==> config.mk <==
export PLATFORM = sky130hd
export DESIGN_NAME = rear_lamp_ctrl
export DESIGN_NICKNAME = d
export VERILOG_FILES = /design/src/rtl/rlc_pkg.sv /design/src/rtl/rlc_sync.sv /design/src/rtl/rlc_blink_gen.sv /design/src/rtl/rlc_side.sv /design/src/rtl/rear_lamp_ctrl.sv
export SDC_FILE = /design/constraint.sdc
export NUM_CORES = 1
export LEC_CHECK = 0
export CAP_MARGIN = 10
export CELL_PAD_IN_SITES_DETAIL_PLACEMENT = 1
export CELL_PAD_IN_SITES_GLOBAL_PLACEMENT = 1
export CORE_ASPECT_RATIO = 1.4
export CORE_MARGIN = 4
export CORE_UTILIZATION = 40
export DETAILED_ROUTE_END_ITERATION = 10
export MAX_ROUTING_LAYER = met4
export PLACE_DENSITY_LB_ADDON = 0.15
export SLEW_MARGIN = 30
export SYNTH_ARGS = -nofsm -noshare
export SYNTH_HDL_FRONTEND = slang
export SYNTH_SLANG_ARGS = --single-unit
==> constraint.sdc <==
create_clock -name clk -period 2 [get_ports clk]
set_clock_uncertainty 0.1 [all_clocks]
set_input_delay 0.2 -clock clk [delete_from_list [all_inputs] [get_ports clk]]
set_output_delay 0.2 -clock clk [all_outputs]
set_load 0.005 [all_outputs]
==> src/rtl/rlc_pkg.sv <==
package rlc_pkg;

  localparam int NUM_SIDES = 2;

  typedef enum int {
    SIDE_LEFT  = 0,
    SIDE_RIGHT = 1
  } side_e;

  // Synchronised request bundle; order only matters inside this block.
  typedef struct packed {
    logic turn_l;
    logic turn_r;
    logic hazard;
    logic brake;
  } req_t;

  localparam int REQ_W = $bits(req_t);

endpackage

==> src/rtl/rlc_sync.sv <==
module rlc_sync #(
  parameter int WIDTH  = 4,
  parameter int STAGES = 2
) (
  input  logic             clk,
  input  logic             rst,
  input  logic [WIDTH-1:0] async_in,
  output logic [WIDTH-1:0] sync_out
);

  logic [WIDTH-1:0] stage_q [STAGES];

  for (genvar s = 0; s < STAGES; s++) begin : g_stage
    always_ff @(posedge clk) begin
      if (rst) begin
        stage_q[s] <= '0;
      end else if (s == 0) begin
        stage_q[s] <= async_in;
      end else begin
        stage_q[s] <= stage_q[(s == 0) ? 0 : s-1];
      end
    end
  end

  assign sync_out = stage_q[STAGES-1];

  // the synchroniser output equals the first stage delayed by its remaining stages
  a_r10_sync_shift: assert property (@(posedge clk) disable iff (rst)
    (STAGES == 2) |=> sync_out == $past(stage_q[0]));

endmodule

==> src/rtl/rlc_blink_gen.sv <==
module rlc_blink_gen #(
  parameter int CLK_HZ = 50_000_000
) (
  input  logic clk,
  input  logic rst,
  output logic phase
);

  localparam int HALF = CLK_HZ / 2;
  localparam int CW   = (HALF > 1) ? $clog2(HALF) : 1;
  localparam logic [CW-1:0] LAST = CW'(HALF - 1);

  logic [CW-1:0] cnt_q;
  logic          phase_q;
  logic          wrap;

  assign wrap = (cnt_q == LAST);

  always_ff @(posedge clk) begin
    if (rst) begin
      cnt_q   <= '0;
      phase_q <= 1'b0;
    end else if (wrap) begin
      cnt_q   <= '0;
      phase_q <= ~phase_q;
    end else begin
      cnt_q   <= cnt_q + 1'b1;
    end
  end

  assign phase = phase_q;

  // the phase flips exactly when a half period ends
  a_r1_phase_flip: assert property (@(posedge clk) disable iff (rst)
    wrap |=> phase != $past(phase));

  // the phase holds inside a half period
  a_r1_phase_hold: assert property (@(posedge clk) disable iff (rst)
    !wrap |=> $stable(phase));

  // the counter never leaves its half period range
  a_r1_cnt_range: assert property (@(posedge clk) disable iff (rst)
    cnt_q <= LAST);

endmodule

==> src/rtl/rlc_side.sv <==
module rlc_side (
  input  logic clk,
  input  logic rst,
  input  logic turn,
  input  logic brake,
  input  logic hazard,
  input  logic phase,
  output logic lamp_en
);

  logic drive_d;
  logic lamp_q;

  // Turn blinks, brake is steady only without a turn, hazard blinks.
  always_comb begin
    drive_d = 1'b0;
    if (turn && phase)   drive_d = 1'b1;
    if (!turn && brake)  drive_d = 1'b1;
    if (hazard && phase) drive_d = 1'b1;
  end

  always_ff @(posedge clk) begin
    if (rst) lamp_q <= 1'b0;
    else     lamp_q <= drive_d;
  end

  assign lamp_en = lamp_q;

  // brake without a turn holds the lamp on whatever the phase
  a_r6_brake_steady: assert property (@(posedge clk) disable iff (rst)
    (brake && !turn) |=> lamp_en);

  // no request on this side keeps the lamp dark
  a_r9_idle_off: assert property (@(posedge clk) disable iff (rst)
    (!turn && !brake && !hazard) |=> !lamp_en);

  // a turn request follows the phase even when braking
  a_r7_turn_blinks: assert property (@(posedge clk) disable iff (rst)
    (turn && !phase && !hazard) |=> !lamp_en);

  // hazard with the phase high lights the lamp
  a_r4_hazard_on: assert property (@(posedge clk) disable iff (rst)
    (hazard && phase) |=> lamp_en);

endmodule

==> src/rtl/rear_lamp_ctrl.sv <==
module rear_lamp_ctrl #(
  parameter int CLK_HZ      = 50_000_000,
  parameter int SYNC_STAGES = 2
) (
  input  logic clk,
  input  logic rst,
  input  logic turn_left_req,
  input  logic turn_right_req,
  input  logic hazard_req,
  input  logic brake_req,
  output logic lamp_left_en,
  output logic lamp_right_en
);

  import rlc_pkg::*;

  req_t raw_req;
  req_t req_s;
  logic phase;
  logic [NUM_SIDES-1:0] side_turn;
  logic [NUM_SIDES-1:0] side_lamp;

  assign raw_req = '{turn_l: turn_left_req, turn_r: turn_right_req,
                     hazard: hazard_req, brake: brake_req};

  rlc_sync #(
    .WIDTH  (REQ_W),
    .STAGES (SYNC_STAGES)
  ) i_sync (
    .clk      (clk),
    .rst      (rst),
    .async_in (raw_req),
    .sync_out (req_s)
  );

  rlc_blink_gen #(
    .CLK_HZ (CLK_HZ)
  ) i_blink (
    .clk   (clk),
    .rst   (rst),
    .phase (phase)
  );

  assign side_turn[SIDE_LEFT]  = req_s.turn_l;
  assign side_turn[SIDE_RIGHT] = req_s.turn_r;

  for (genvar i = 0; i < NUM_SIDES; i++) begin : g_side
    rlc_side i_side (
      .clk     (clk),
      .rst     (rst),
      .turn    (side_turn[i]),
      .brake   (req_s.brake),
      .hazard  (req_s.hazard),
      .phase   (phase),
      .lamp_en (side_lamp[i])
    );
  end

  assign lamp_left_en  = side_lamp[SIDE_LEFT];
  assign lamp_right_en = side_lamp[SIDE_RIGHT];

  // with both turns and no other request the two lamps blink in step
  a_r8_both_turns_in_step: assert property (@(posedge clk) disable iff (rst)
    (req_s.turn_l && req_s.turn_r) |=> lamp_left_en == lamp_right_en);

  // hazard alone keeps both lamps in step
  a_r4_hazard_in_step: assert property (@(posedge clk) disable iff (rst)
    (req_s.hazard && !req_s.turn_l && !req_s.turn_r) |=> lamp_left_en == lamp_right_en);

endmodule

==> out/qor_table.md <==
| Metric | Value | Unit |
|---|---|---|
| CTS clk-pin slew, worst paths | 0.08 | ns |
| Cell area after technology mapping | 0.00148 | mm^2 |
| Result of the run | complete, no violations | - |
| Total global routing track utilization | 16.6 | % |
| Insertion delay of the later-clocked pin in the worst-skew pair | 0.29 | ns |
| Unrepaired setup endpoints after global routing | false | - |
| Transition at the pin with the smallest max-transition slack | 0.419 | ns |
| Hold bufs inserted after CTS | 0 | - |
| Final hold slack | 0.350 | ns |
| Width of the chip | 59.4 | um |
| CTS Root Buffer Type | sky130_fd_sc_hd__clkbuf_8 | - |
| Instance count along the most critical hold path | 1 | - |
| Slew Viols, Final | 0 | - |
| Number of detailed-routing iterations run before antenna repair | 4 | - |
| Starting density of the core | 42.6 | % |
| Class of the most critical hold timing path | register to register | - |
| Number of sinks on the clock net | 36 | - |
| Number of antenna violations at the first check in global routing | 0 | - |
| Std-Cell Core Area | 0.00347 | mm^2 |
| Area of the die | 0.00474 | mm^2 |
| Number of warning messages in the yosys log | 0 | - |
| Post-route setup TNS | 0 | ns |
| Maximum number of pins on one net before global-route repair | 25 | - |
| Boundary pin count | 8 | - |
| CTS tree | yes | - |
| Worst reg2reg path endpoint | i_blink.cnt_q[18] | - |
| Pwr dens | 898 | mW/mm^2 |
| Post-Synthesis Cells | 162 | - |
| Critical Setup Path Class | register to register | - |
| Total via count in the routed design | 1249 | - |
| Die height | 79.9 | um |
| Area leader, netlist | sky130_fd_sc_hd__dfxtp_1 | - |
| Number of register bits inferred by synthesis | 36 | - |
| GPL Wtd Cong | 0.809 | - |
| Sequential-to-total area share from yosys stat | 48.8 | % |
| Final net count | 191 | - |
| Syn nets | 169 | - |
| Final instance count without filler cells | 225 | - |
| Max_slew headroom | 71.8 | % |
| Unique cell type count in the Yosys netlist | 27 | - |
| Leakage power summed over all cells | 0.627 | nW |
| Clock buffers created by TritonCTS | 5 | - |
| Average instance area after synthesis | 9.12 | um^2 |
| Initial drt markers | 57 | - |
| Number of input and output port buffers inserted | 7 | - |
| Arrival @ worst endpoint | 2.06 | ns |
| Footprint of the multi-input gates | 742 | um^2 |
| Highest-count cells in the layout ignoring fill and taps | 27 x sky130_fd_sc_hd__dfxtp_1, 18 x sky130_fd_sc_hd__nor2_1, 11 x sky130_fd_sc_hd__a21oi_1 | - |
| Synth top area cells | sky130_fd_sc_hd__dfxtp_1 49%, sky130_fd_sc_hd__xnor2_1 5.9%, sky130_fd_sc_hd__nor2_1 4.6%, sky130_fd_sc_hd__a21oi_1 4.1%, sky130_fd_sc_hd__nand3_1 4.1% | - |
| Drc violations | 0 | - |
| Final antenna diode count | 0 | - |
| Grt total ovfl | 0 | - |
| Required time at the worst-slack endpoint | 2.12 | ns |
| Vias/cell | 5.55 | - |
| Setup slack after placement | 0.0467 | ns |
| Biggest fanout along the worst timing path | 8 | - |
| DR WL/cell | 15.9 | um |
| Number of H-tree branching levels | 2 | - |
| Peak clock frequency supported by timing | 516 | MHz |
| Count of placed standard cells including taps | 214 | - |
| P&R area growth vs syn | 27.3 | % |
| Number of filler cells placed in the layout | 406 | - |
| Final period utilization | 96.8 | % |
| HPWL after detailed placement | 2430 | um |
| Worst reg-to-reg setup slack | 0.06 | ns |
| CP startpoint kind | register | - |
| First-pass GRT wire length | 5910 | um |
| Peak supply drop | 0.713 | mV |
| Path depth of the worst reg2reg path | 6 | - |
| Number of global-route vias before repair | 1324 | - |
| Startpoint of the most critical hold path | i_sync.stage_q[0][1] | - |
| Sequential cell area in the final layout | 732 | um^2 |
| Post-layout worst setup margin | 0.0633 | ns |
| Min-Delay Endpoint | i_sync.stage_q[1][1] | - |
| Nature of the critical path endpoint | register | - |
| Post-route ant nets | 0 | - |
| Most common cell after layout, fill and taps aside | sky130_fd_sc_hd__dfxtp_1 | - |
| Clock period minus worst slack | 1.94 | ns |
| Share of layout cells above drive strength 1 | 21.1 | % |
| Std cell rows | 25 | - |
| Area share of the largest cell type after synthesis | 48.8 | % |
| Count of endpoints failing hold in the final timing report | 0 | - |
| Max cap viols | 0 | - |
| Max Root-Sink Buffers | 2 | - |
| Final wirelength | 3590 | um |
| Startpoint of the worst-slack reg-to-reg timing path | i_blink.cnt_q[0] | - |
| Count of final setup violators | 0 | - |
-- power by group --
part,internal (mW),switching (mW),leakage (nW)
clock network,0.624,0.267,0.0784
logic,0.0330,0.0247,0.253
registers,0.731,0.00956,0.297
total,1.39,0.302,0.627
-- sequential cells by signal, indices dropped and copies added (netlist names) --
signal                 flops
i_sync.stage_q             8
i_blink.phase              1
g_side.i_side.lamp_en      2
i_blink.cnt_q             25
-- layer usage --
layer  GRT usage, %  part of all wire, %  vias to the layer above
met5              -                    0                        -
met4           5.44                  1.4                        0
met3           4.37                  2.2                        7
met2           30.3                   55                       12
met1           16.7                   41                      615
li1               -                    -                      615
-- cells in the mapped netlist --
| library cell | n |
|---|---|
| sky130_fd_sc_hd__xnor2_1 | 10 |
| sky130_fd_sc_hd__nand3_1 | 12 |
| sky130_fd_sc_hd__nor3_1 | 3 |
| sky130_fd_sc_hd__nor4_1 | 3 |
| sky130_fd_sc_hd__nand4_1 | 4 |
| sky130_fd_sc_hd__or4_1 | 5 |
| sky130_fd_sc_hd__a21oi_2 | 1 |
| sky130_fd_sc_hd__clkbuf_1 | 3 |
| sky130_fd_sc_hd__nand2_1 | 5 |
| sky130_fd_sc_hd__nor4b_1 | 1 |
| sky130_fd_sc_hd__o31ai_1 | 4 |
| sky130_fd_sc_hd__inv_1 | 6 |
| sky130_fd_sc_hd__or4_4 | 2 |
| sky130_fd_sc_hd__nand2b_1 | 2 |
| sky130_fd_sc_hd__nor2_1 | 18 |
| sky130_fd_sc_hd__ha_1 | 1 |
| sky130_fd_sc_hd__and3_1 | 2 |
| sky130_fd_sc_hd__o31ai_2 | 1 |
| sky130_fd_sc_hd__and4_1 | 1 |
| sky130_fd_sc_hd__o21ai_0 | 9 |
| sky130_fd_sc_hd__buf_6 | 1 |
| sky130_fd_sc_hd__or3_1 | 8 |
| sky130_fd_sc_hd__a21oi_1 | 12 |
| sky130_fd_sc_hd__xor2_1 | 3 |
| sky130_fd_sc_hd__nor2b_1 | 8 |
| sky130_fd_sc_hd__nand4_4 | 1 |
| sky130_fd_sc_hd__dfxtp_1 | 36 |
-- repair_timing --
action                     in CTS  in global routing
buffers inserted                0                  3
gates resized for setup         0                 16
setup endpoints to repair       0                 10
-- area by class of cell --
type,count,share of cell area (%)
multi-input cells,116,39.4
flip-flops and latches,36,38.9
repair buffers,19,9.38
clock inverters,3,4.79
clock buffers,5,3.66
well taps,40,2.66
inverters,6,1.20
-- per-stage QoR --
| stage | util, % | area, um^2 | total power, mW |
|---|---|---|---|
| final | 54.2 | 1880 | 1.69 |
| after global routing | 54.2 | 1880 | 1.74 |
| after CTS | 52.3 | 1810 | 1.69 |
| after detailed placement | 47.7 | 1660 | 0.805 |
| after global placement | 47.7 | 1660 | 0.802 |
| after floorplan | - | 1480 | 0.777 |
-- worst max-delay path by stage --
stage	startpoint	end	slack, ns	cells after the start
2_1_floorplan	i_blink.cnt_q[0]	i_blink.cnt_q[22]	0.04	6
3_3_place_gp	i_blink.cnt_q[0]	i_blink.cnt_q[16]	0.11	6
3_5_place_dp	i_blink.cnt_q[4]	i_blink.cnt_q[24]	0.05	4
4_1_cts	i_blink.cnt_q[4]	i_blink.cnt_q[18]	0.003	5
5_1_grt	i_blink.cnt_q[2]	i_blink.cnt_q[18]	0.003	5
6_report	i_blink.cnt_q[0]	i_blink.cnt_q[18]	0.06	6
-- worst max-delay path: stages (launching register included) --
cell and delay [ns]:
sky130_fd_sc_hd__dfxtp_2 0.37, sky130_fd_sc_hd__ha_4 0.15, sky130_fd_sc_hd__nand3_2 0.09, sky130_fd_sc_hd__or4_4 0.53, sky130_fd_sc_hd__buf_6 0.16, sky130_fd_sc_hd__or3_1 0.33
sky130_fd_sc_hd__a21oi_2 0.14
-- cells by family after synthesis --
kind of cell    after synthesis  share of synthesized area (%)
buf+inv                      10                           3.05
flops                        36                           48.8
xor+xnor                     13                           7.71
fa+ha+maj                     1                          0.847
simple gates                 75                           29.0
compound gates               27                           10.6
No activity file was read; power rests on OpenSTA's default activity.
